[config.mk]
export PLATFORM = sky130hd
export DESIGN_NAME = dma_push_notify
export DESIGN_NICKNAME = d
export VERILOG_FILES = /design/src/rtl/dpn_pkg.sv /design/src/rtl/dpn_done_track.sv /design/src/rtl/dpn_prio_pick.sv /design/src/rtl/dpn_push_drive.sv /design/src/rtl/dma_push_notify.sv
export SDC_FILE = /design/constraint.sdc
export NUM_CORES = 1
export LEC_CHECK = 0
export ABC_CLOCK_PERIOD_IN_PS = 2500
export BUFFER_PORTS_ARGS = -buffer_cell sky130_fd_sc_hd__buf_2
export CORE_MARGIN = 2
export CORE_UTILIZATION = 43
export CTS_CLUSTER_SIZE = 24
export DETAILED_ROUTE_END_ITERATION = 6
export PLACE_DENSITY = 0.81
export SLEW_MARGIN = 20
export SYNTH_ARGS = -nofsm -noshare
export SYNTH_HDL_FRONTEND = slang
export SYNTH_HIERARCHICAL = 1
export SYNTH_SLANG_ARGS = --single-unit
[constraint.sdc]
create_clock -name clk -period 2.5 [get_ports clk]
set_input_delay 0.75 -clock clk [delete_from_list [all_inputs] [get_ports clk]]
set_output_delay 0.75 -clock clk [all_outputs]
set_load 0.05 [all_outputs]
[src/rtl/dpn_pkg.sv]
package dpn_pkg;

  localparam int ENG_W = 4;
  localparam int CTX_W = 3;
  localparam int REG_W = 5;
  localparam int SIG_W = 4;
  localparam int ID_W  = ENG_W + CTX_W + REG_W + SIG_W;
  localparam int IDX_W = 2;
  localparam int CODE_W = 2 + IDX_W;

  typedef struct packed {
    logic [ENG_W-1:0] eng;
    logic [CTX_W-1:0] ctx;
    logic [REG_W-1:0] regn;
    logic [SIG_W-1:0] sig;
  } push_tgt_t;

  function automatic logic [ID_W-1:0] make_push_id(input push_tgt_t t);
    return {t.eng, t.ctx, t.regn, t.sig};
  endfunction

  function automatic logic [CODE_W-1:0] make_status(input logic [IDX_W-1:0] idx,
                                                     input logic err);
    return {idx, 1'b1, err};
  endfunction

endpackage

[src/rtl/dpn_done_track.sv]
module dpn_done_track #(
  parameter int NUM_CH = 4
) (
  input  logic              clk,
  input  logic              rst_n,
  input  logic [NUM_CH-1:0] ch_done_i,
  input  logic [NUM_CH-1:0] ch_err_i,
  input  logic [NUM_CH-1:0] push_en_i,
  input  logic              grant_fire,
  input  logic [NUM_CH-1:0] sel_onehot,
  output logic [NUM_CH-1:0] done_q,
  output logic [NUM_CH-1:0] pend_q,
  output logic [NUM_CH-1:0] err_q,
  output logic [NUM_CH-1:0] pend_live,
  output logic [NUM_CH-1:0] done_rise
);

  assign done_rise = ch_done_i & ~done_q;
  assign pend_live = pend_q & ch_done_i;

  always_ff @(posedge clk) begin
    if (!rst_n) done_q <= '0;
    else        done_q <= ch_done_i;
  end

  for (genvar c = 0; c < NUM_CH; c++) begin : g_ch
    logic served;
    assign served = grant_fire & sel_onehot[c];

    always_ff @(posedge clk) begin
      if (!rst_n) begin
        pend_q[c] <= 1'b0;
        err_q[c]  <= 1'b0;
      end else if (done_rise[c]) begin
        pend_q[c] <= push_en_i[c];
        err_q[c]  <= ch_err_i[c];
      end else begin
        pend_q[c] <= pend_live[c] & ~served;
      end
    end
  end

endmodule

[src/rtl/dpn_prio_pick.sv]
module dpn_prio_pick #(
  parameter int NUM_CH = 4
) (
  input  logic [NUM_CH-1:0]          req_vec,
  output logic [NUM_CH-1:0]          sel_onehot,
  output logic [dpn_pkg::IDX_W-1:0]  sel_idx,
  output logic                       any
);

  always_comb begin
    sel_onehot = '0;
    sel_idx    = '0;
    for (int i = NUM_CH - 1; i >= 0; i--) begin
      if (req_vec[i]) begin
        sel_onehot    = '0;
        sel_onehot[i] = 1'b1;
        sel_idx       = dpn_pkg::IDX_W'(i);
      end
    end
  end

  assign any = |req_vec;

endmodule

[src/rtl/dpn_push_drive.sv]
module dpn_push_drive #(
  parameter int DATA_W = 32
) (
  input  logic                      clk,
  input  logic                      rst_n,
  input  logic                      grant_fire,
  input  dpn_pkg::push_tgt_t        sel_tgt,
  input  logic [dpn_pkg::IDX_W-1:0] sel_idx,
  input  logic                      sel_err,
  output logic                      push_valid_o,
  output logic [dpn_pkg::ID_W-1:0]  push_id_o,
  output logic [DATA_W-1:0]         push_data_o
);
  import dpn_pkg::*;

  localparam int PAD_W = DATA_W - CODE_W;

  always_ff @(posedge clk) begin
    if (!rst_n) begin
      push_valid_o <= 1'b0;
      push_id_o    <= '0;
      push_data_o  <= '0;
    end else begin
      push_valid_o <= grant_fire;
      if (grant_fire) begin
        push_id_o   <= make_push_id(sel_tgt);
        push_data_o <= {{PAD_W{1'b0}}, make_status(sel_idx, sel_err)};
      end
    end
  end

endmodule

[src/rtl/dma_push_notify.sv]
module dma_push_notify #(
  parameter int NUM_CH = 4,
  parameter int DATA_W = 32
) (
  input  logic                          clk,
  input  logic                          rst_n,
  input  logic [NUM_CH-1:0]             ch_done_i,
  input  logic [NUM_CH-1:0]             ch_err_i,
  input  logic [NUM_CH-1:0]             push_en_i,
  input  logic [NUM_CH*dpn_pkg::ID_W-1:0] ch_param_i,
  output logic [NUM_CH-1:0]             done_status_o,
  output logic                          push_req_o,
  input  logic                          push_gnt_i,
  output logic                          push_valid_o,
  output logic [dpn_pkg::ID_W-1:0]      push_id_o,
  output logic [DATA_W-1:0]             push_data_o
);
  import dpn_pkg::*;

  logic [NUM_CH-1:0] done_q, pend_q, err_q, pend_live, done_rise, sel_onehot;
  logic [IDX_W-1:0]  sel_idx;
  logic              any_live, grant_fire, sel_err;
  push_tgt_t         sel_tgt;
  push_tgt_t         tgt_arr [NUM_CH];

  for (genvar c = 0; c < NUM_CH; c++) begin : g_unpack
    assign tgt_arr[c] = push_tgt_t'(ch_param_i[c*ID_W +: ID_W]);
  end

  dpn_done_track #(.NUM_CH(NUM_CH)) u_track (
    .clk(clk), .rst_n(rst_n),
    .ch_done_i(ch_done_i), .ch_err_i(ch_err_i), .push_en_i(push_en_i),
    .grant_fire(grant_fire), .sel_onehot(sel_onehot),
    .done_q(done_q), .pend_q(pend_q), .err_q(err_q),
    .pend_live(pend_live), .done_rise(done_rise)
  );

  dpn_prio_pick #(.NUM_CH(NUM_CH)) u_pick (
    .req_vec(pend_live), .sel_onehot(sel_onehot),
    .sel_idx(sel_idx), .any(any_live)
  );

  always_comb begin
    sel_tgt = '0;
    sel_err = 1'b0;
    for (int i = 0; i < NUM_CH; i++) begin
      if (sel_onehot[i]) begin
        sel_tgt = sel_tgt | tgt_arr[i];
        sel_err = sel_err | err_q[i];
      end
    end
  end

  assign push_req_o    = any_live;
  assign grant_fire    = any_live & push_gnt_i;
  assign done_status_o = done_q;

  dpn_push_drive #(.DATA_W(DATA_W)) u_drive (
    .clk(clk), .rst_n(rst_n), .grant_fire(grant_fire),
    .sel_tgt(sel_tgt), .sel_idx(sel_idx), .sel_err(sel_err),
    .push_valid_o(push_valid_o), .push_id_o(push_id_o), .push_data_o(push_data_o)
  );

endmodule

**Word-level counts from Yosys, hierarchy flattened**

Index checks and enable logic that the tools add are counted.

- Memories kept: 0
- Output and inout bits: 54
- Bits in latches: 0
- Bits in writable memories: 0
- Bits in read-only memories: 0
- Bits in registers: 33
- Word-level logic and storage cells: 55

- Divide/modulo/power cells: 0
- Bitwise operators: 22
- Reductions and logical operators: 1
- Multiply operators: 0
- $lt $le $gt $ge: 0
- Shift operators: 0
- Add/sub/neg operators: 0
- Equality and inequality tests: 0
- Muxes and demuxes: 20

Operators by type and width:

| cell | number |
|---|---|
| 16-bit two-way mux | 4 |
| 16-bit bitwise OR | 3 |
| 4-bit two-way mux | 4 |
| 1-bit bitwise AND | 9 |
| 4-bit bitwise AND | 2 |
| 1-bit two-way mux | 8 |
| 2-bit two-way mux | 4 |
| 1-bit NOT | 4 |
| 4-bit NOT | 1 |
| 4-bit OR reduction | 1 |
| 1-bit bitwise OR | 3 |

**Depth between registers and ports, before layout**

Gate-level depths: netlist of the first run.

- Depth after elaboration: 12
- Mapped depth: 9
- Mapped depth without buffers: 7

**Modules after synthesis**

The synthesis of the first run kept the hierarchy.

Modules (own cells, without submodules):

| module | seq. area each (um^2) | area each (um^2) | instances | cells each |
|---|---|---|---|---|
| dpn_push_drive | 420.4 | 1016.0 | 1 | 95 |
| dpn_done_track | 240.2 | 511.7 | 1 | 48 |
| dma_push_notify | 0.0 | 489.2 | 1 | 60 |
| dpn_prio_pick | 0.0 | 58.8 | 1 | 10 |

**Worst setup path after synthesis of the first run**

No wires, ideal clock.

- Path type: input to register
- From: in ch_done_i[0]
- To: reg u_drive.push_data_o[0]
- Stages: 7
- Setup time: 117 ps
- Arrival time: 2496 ps
- Slack: -114 ps
- Cells stage by stage: and2_1 or4_1 and2_1 buf_6 buf_12 mux2i_1 nor2b_1

RTL lines:

| what | line | source |
|---|---|---|
| start: declaration | dma_push_notify.sv:7 | `input logic [NUM_CH-1:0] ch_done_i,` |
| 4-bit bitwise AND | dpn_done_track.sv:19 | `assign pend_live = pend_q & ch_done_i;` |
| 4-bit OR reduction | dpn_prio_pick.sv:22 | `assign any = \|req_vec;` |
| via push_req_o | dma_push_notify.sv:12 | `output logic push_req_o,` |
| 1-bit bitwise AND | dma_push_notify.sv:55 | `assign grant_fire = any_live & push_gnt_i;` |
| via grant_fire | dma_push_notify.sv:22 | `logic any_live, grant_fire, sel_err;` |
| end signal: assignment | dpn_push_drive.sv:27 | `push_data_o <= {{PAD_W{1'b0}}, make_status(sel_idx, sel_err)};` |
| end: declaration | dpn_push_drive.sv:12 | `output logic [DATA_W-1:0] push_data_o` |

The timed path passes the listed nets, and every way through them passes these cells.
A chain may end at the register's enable or synchronous reset.

**Worst setup path in the final report of the first run**

- From: in ch_done_i[0]
- To: out push_req_o

- Word-level cells in the longest chain between the ends: 2

Ends and longest elaborated chain:

| what | line | source |
|---|---|---|
| 4-bit bitwise AND | dpn_done_track.sv:19 |  |
| via pend_live[0] | dma_push_notify.sv:20 | `logic [NUM_CH-1:0] done_q, pend_q, err_q, pend_live, done_rise, sel_onehot;` |
| 4-bit OR reduction | dpn_prio_pick.sv:22 |  |
| end: declaration | dma_push_notify.sv:12 |  |

The timed path passes the listed nets, and every way through them passes these cells.

==> flow_summary.toml, run 1 <==
[routing]
drt-pass1-iter-count = 4
drt-vias-per-instance = 4.80
drt_iter0_drc = 44
routedWlPerCell_um = 13.2
drt_wl_total_mm = 4.95
drc_errors = 0
vias = 1805
ant_nets = 0

[global_route]
grt_overflow = 0
grt_antenna_before_repair = 0
grt_max_degree = 30
grtUsageTotal_pct = 17.7
grt_pass1_wl_mm = 7.31
grt_pass1_vias = 1645

[worst_setup_path]
crit_path_max_incr_delay_ns = 0.54
rr_endpoint = "u_drive/push_id_o[15]$_SDFFE_PN0P_"
cp.required_ns = 1.75
r2r_setup_slack_ns = 0.71
cp.arrival_ns = 1.72
r2r_cells = 8
cp_top_family = "simple AND/OR/NAND/NOR gates"
worst_path_max_delay_cell = "or4_4"
critical_path_class = "in2out"
reg2reg_from = "u_track/pend_q[0]$_SDFF_PN0_"
worstPathCellList = "buf_2 -> and2_1 -> or4_4 -> buf_6"
crit_buf_inv = 2
crit_fanout = 2
setup.worst_path.start_class = "primary input"
endpoint_kind = "output pin"

[worst_hold_path]
hp-class = "reg2reg"
hp-start = "u_drive/push_data_o[1]$_SDFFE_PN0P_"
whs_path_depth = 1
hold_end = "u_drive/push_data_o[1]$_SDFFE_PN0P_"

[yosys]
synth-seq-area-share_pct = 31.8
synth_cell_types = 26
netlist_area_mm2 = 0.00208
ys.flop_type = "dfxtp_1"
synth.avg_cell_area_um2 = 9.75
synth_top_area_share_pct = 31.8
yosysTopAreaCell = "dfxtp_1"
synth_area_leaders = "dfxtp_1 (32%), mux2i_1 (11%), buf_4 (10%)"
yosysWarnings = 6
synth_edf_count = 0
synth_common_cells = "dfxtp_1 (33), buf_4 (29), mux2i_1 (23), nor2b_1 (23), nand2_1 (21)"
syn_inst = 213
synthArstFlopShare_pct = 0
synth.most_common_cell = "dfxtp_1"
synth-seq-cells = 33

[power]
p_sw_mw = 0.402
powerDensity_mw_per_mm2 = 477
power_mw = 1.24
p_leak_nw = 1.26
vdd_ir_drop_max_mv = 0.289
p_clk_share_pct = 30.8
pwr-share-comb_pct = 24.9
swShare_pct = 32.4
power_frac_seq_pct = 44.3
p_int_mw = 0.840

[floorplan]
row_count = 25
core_mm2 = 0.00469
die_area_mm2 = 0.00540
boundaryPins = 133
die_y_um = 73.5
die_w_um = 73.5
initial_core_util_pct = 44.2

[layout]
n_antenna_cell = 0
fin_util_pct = 55.4
fill_cells = 456
drive_above_1_share_pct = 45.7
instances_no_fill = 376
nNetsFinal = 400
syn2layout_area_growth_pct = 25.3

[place]
dp_cells = 368
io_buffer_count = 104
place_hpwl_mm = 3.66
place_congestion = 0.794

[clock_tree]
hold_buffers = 0
cts_tree = "done"
clock-root-buffer = "clkbuf_8"
cts_buffer_depth = 2
cts_htree_levels = 2
clkSinkCount = 33
clk-insertion-delay-late_ns = 0.28
cts_inserted_buffers = 5
post-cts-setup-buffer-count = 0
clkTransAtPathRegs_ns = 0.07
ctsResizeCount = 1

[sta]
hold_viol_final = 0
skew_ns = 0.00618
layout_min_cycle_time_ns = 2.47
slew_violations = 0
max_freq_mhz = 405
setup_viol = 0
finalCritPeriodShare_pct = 98.7
rsz0062_at_grt = "no"

[status]
outcome = "completed"

[flow_run]
drv_cap = 0
## cell type report
| type | instances | area (um^2) | area share (%) |
|---|---|---|---|
| Multi-Input combinational cell | 164 | 1160 | 44.5 |
| Tap cell | 54 | 67.6 | 2.60 |
| Clock buffer | 6 | 72.6 | 2.79 |
| Clock inverter | 2 | 10.0 | 0.385 |
| Timing Repair Buffer | 116 | 629 | 24.2 |
| Sequential cell | 33 | 661 | 25.4 |
| Inverter | 1 | 3.75 | 0.144 |
## worst max path at each step
stage | endpoint | cells past startpoint | start | slack [ns]
floorplan | u_drive/push_data_o[0]$_SDFFE_PN0P_ | 7 | ch_done_i[0] | 0.09
global placement | push_req_o | 4 | ch_done_i[0] | 0.003
detailed placement | push_req_o | 4 | ch_done_i[0] | -0.01
CTS | push_req_o | 4 | ch_done_i[0] | 0.008
global route | push_req_o | 4 | ch_done_i[0] | 0.02
finish | push_req_o | 4 | ch_done_i[0] | 0.03
## layout by cell type (no fill, tap or decap), types with 2 or more instances in the layout
cell type | netlist | final
a21boi_2 | 3 | 3
a22oi_1 | 20 | 20
mux2i_1 | 23 | 23
nand3_1 | 4 | 4
a22oi_2 | 14 | 14
conb_1 | 1 | 28
nor2b_1 | 23 | 23
nor2b_4 | 4 | 4
clkbuf_8 | 0 | 5
buf_2 | 0 | 103
nor2_1 | 2 | 2
nand2_1 | 21 | 21
and2_1 | 10 | 10
buf_4 | 29 | 11
dfxtp_1 | 33 | 33
nand2b_1 | 5 | 5
clkinv_2 | 0 | 2
## sequential cells by signal, indices dropped and copies added, names as in the netlist
signal / count
u_track/pend_q: 4
u_drive/push_valid_o: 1
u_track/done_q: 4
u_drive/push_id_o: 16
u_drive/push_data_o: 4
u_track/err_q: 4
## per-stage QoR
stage / area, um^2 / hold slack, ns / setup TNS [ns] / setup WS [ns]
after CTS: 2600 / 0.457 / 0 / 0.00770
after floorplan: 2180 / 0.448 / 0 / 0.0887
after detailed placement: 2510 / 0.440 / -0.00951 / -0.00951
after global placement: 2510 / 0.431 / 0 / 0.00346
final: 2600 / 0.455 / 0 / 0.0315
after global routing: 2600 / 0.472 / 0 / 0.0159
## per-layer routing
layer	track usage [%]	routed length, um	up-vias
li1	-	-	893
met1	19.5	2040	821
met2	32.9	2490	91
met3	5.62	416	0
met4	3.64	0	0
met5	0	0	-
## power groups by stage
stage | registers, mW | clock network (mW) | logic (mW)
global placement | 0.562 | 0 | 0.302
detailed placement | 0.562 | 0 | 0.306
finish | 0.550 | 0.382 | 0.309
global route | 0.552 | 0.428 | 0.329
floorplan | 0.589 | 0 | 0.227
CTS | 0.550 | 0.403 | 0.308
## kinds of logic (layout without fill, tap and decap cells)
| logic type | count (synthesis) | in the layout | share of synthesized area [%] |
|---|---|---|---|
| multiplexers | 23 | 23 | 11.1 |
| AND/OR/NAND/NOR | 73 | 73 | 20.6 |
| buffers and inverters | 43 | 125 | 18.0 |
| flip-flops | 33 | 33 | 31.8 |
| AO/OA/AOI/OAI | 40 | 40 | 18.3 |
| other | 1 | 28 | 0.181 |
(Power assumes the default switching activity.)
==> run 2, diff against run 1 <==
--- a/config.mk
+++ b/config.mk
@@ -6,12 +6,12 @@
 export NUM_CORES = 1
 export LEC_CHECK = 0
 export ABC_CLOCK_PERIOD_IN_PS = 2500
-export BUFFER_PORTS_ARGS = -buffer_cell sky130_fd_sc_hd__buf_2
 export CORE_MARGIN = 2
-export CORE_UTILIZATION = 43
+export CORE_UTILIZATION = 57
 export CTS_CLUSTER_SIZE = 24
 export DETAILED_ROUTE_END_ITERATION = 6
-export PLACE_DENSITY = 0.81
+export DONT_BUFFER_PORTS = 1
+export PLACE_DENSITY = 0.72
 export SLEW_MARGIN = 20
 export SYNTH_ARGS = -nofsm -noshare
 export SYNTH_HDL_FRONTEND = slang
==> run 2 against run 1 <==
Net effect: sequential power increased by 5.5%; clock power decreased by 26%; utilization increased by 3.3 points; sequential cell count unchanged; non-clock buffer count decreased by 106; critical path depth decreased by 1; worst hold slack improved by 0.031 ns; register-to-register slack got worse by 0.07 ns; largest cell class unchanged; count of clock-buffer cells in the layout unchanged.
==> flow_summary.toml, run 2 (synthesized netlist as in run 1, its figures left out) <==
[status]
outcome = "completed"

[layout]
final_cell_mix = "dfxtp_1 (33), conb_1 (28), mux2i_1 (23), nor2b_1 (23), nand2_1 (21)"
fill_cells = 328
nNetsFinal = 294
syn2layout_area_growth_pct = -3.38
drive_above_1_share_pct = 19.0
final_common_cell = "dfxtp_1"
largest_register_ffs = 16
n_antenna_cell = 0
largest_register = "u_drive/push_id_o"
fin_util_pct = 58.7
postLayoutCellArea_mm2 = 0.00201

[clock_tree]
clkSinkCount = 33
clock-root-buffer = "clkbuf_4"
cts_htree_levels = 2
cts_inserted_buffers = 5
ctsResizeCount = 0
cts_tree = "done"
clkTransAtPathRegs_ns = 0.10
hold_buffers = 0
post-cts-setup-buffer-count = 0
cts_buffer_depth = 2
clk-insertion-delay-late_ns = 0.32

[worst_setup_path]
crit_path_max_incr_delay_ns = 0.53
critical_path_class = "in2out"
worstPathCellList = "and2_1 -> or4_4 -> buf_4"
cp.arrival_ns = 1.62
crit_buf_inv = 1
setup.worst_path.start_class = "primary input"
cp_top_family = "simple AND/OR/NAND/NOR gates"
worst_path_max_delay_cell = "or4_4"
r2r_setup_slack_ns = 0.64
cp.required_ns = 1.75
crit_fanout = 3
endpoint_kind = "output pin"

[global_route]
grtUsageTotal_pct = 21.4
grt_pass1_wl_mm = 6.95
grt_overflow = 0
grt_antenna_before_repair = 0
grt_pass1_vias = 1405
grt_max_degree = 30

[power]
pwr-share-comb_pct = 18.5
swShare_pct = 33.8
vdd_ir_drop_max_mv = 0.350
powerDensity_mw_per_mm2 = 528
p_clk_share_pct = 26.8
p_int_mw = 0.702
p_sw_mw = 0.358
p_leak_nw = 0.787
power_frac_seq_pct = 54.7
power_mw = 1.06

[floorplan]
initial_core_util_pct = 60.8
row_count = 21
die_area_mm2 = 0.00414
core_mm2 = 0.00342
die_y_um = 64.3
boundaryPins = 133
die_w_um = 64.3

[flow_run]
drv_cap = 0

[place]
io_buffer_count = 0
place_hpwl_mm = 3.41
place_area_mm2 = 0.00195
pre_cts_slack_ns = 0.133
place_congestion = 0.723

[sta]
fin_ws_ns = 0.135
hold_viol_final = 0
skew_ns = 0.00519
tightest_slew_ns = 0.618
finalCritPeriodShare_pct = 94.6
slew_violations = 0
slew-limit-headroom_pct = 58.7
layout_min_cycle_time_ns = 2.37
tns_ns = 0
rsz0062_at_grt = "no"
setup_viol = 0
max_freq_mhz = 423

[worst_hold_path]
hp-class = "reg2reg"

[routing]
drc_errors = 0
drt_wl_total_mm = 4.46
vias = 1428
drt_iter0_drc = 61
routedWlPerCell_um = 17.0
ant_nets = 0
drt-pass1-iter-count = 4
drt-vias-per-instance = 5.45
## run 2: worst min-delay path, cell delays in order, from the launching register on
cell	delay [ns]
dfxtp_1	0.32
nand3_1	0.08
a21boi_2	0.05
## run 2: layout make-up
cell class | count | area, um^2 | area share (%)
tap | 46 | 57.6 | 2.87
multi-input combinational | 164 | 1160 | 57.7
inverter | 1 | 3.75 | 0.187
clock inverter | 2 | 10.0 | 0.499
timing repair buffer | 10 | 75.1 | 3.74
sequential | 33 | 661 | 32.9
clock buffer | 6 | 41.3 | 2.06
## run 2: per-layer routing
| metal | vias to the layer above | part of all wire [%] | GRT usage (%) |
|---|---|---|---|
| met1 | 648 | 38 | 23.0 |
| met3 | 4 | 9.5 | 7.92 |
| li1 | 684 | - | - |
| met5 | - | 0 | 0 |
| met4 | 0 | 0.31 | 3.99 |
| met2 | 92 | 52 | 39.8 |
## run 2: power groups by stage
stage | registers, mW | logic (mW) | clock network [mW]
final | 0.580 | 0.196 | 0.283
after global routing | 0.582 | 0.207 | 0.321
after CTS | 0.580 | 0.195 | 0.294
after detailed placement | 0.592 | 0.195 | 0
after global placement | 0.591 | 0.191 | 0
after floorplan | 0.589 | 0.227 | 0
## run 2: final timing paths
| kind | from | endpoint | depth (start not counted) |
|---|---|---|---|
| worst max-delay path | ch_done_i[0] | push_req_o | 3 |
| worst min-delay path | u_track/pend_q[0]$_SDFF_PN0_ | u_track/pend_q[0]$_SDFF_PN0_ | 2 |
| worst max register to register | u_track/pend_q[0]$_SDFF_PN0_ | u_track/pend_q[3]$_SDFF_PN0_ | 7 |
| worst min register to register | u_track/pend_q[0]$_SDFF_PN0_ | u_track/pend_q[0]$_SDFF_PN0_ | 2 |
## run 2: through the flow
stage                     cells  hold slack [ns]
final                       262            0.486
after global routing        262            0.507
after CTS                   262            0.486
after detailed placement    254            0.469
after global placement      254            0.456
after floorplan             240            0.448
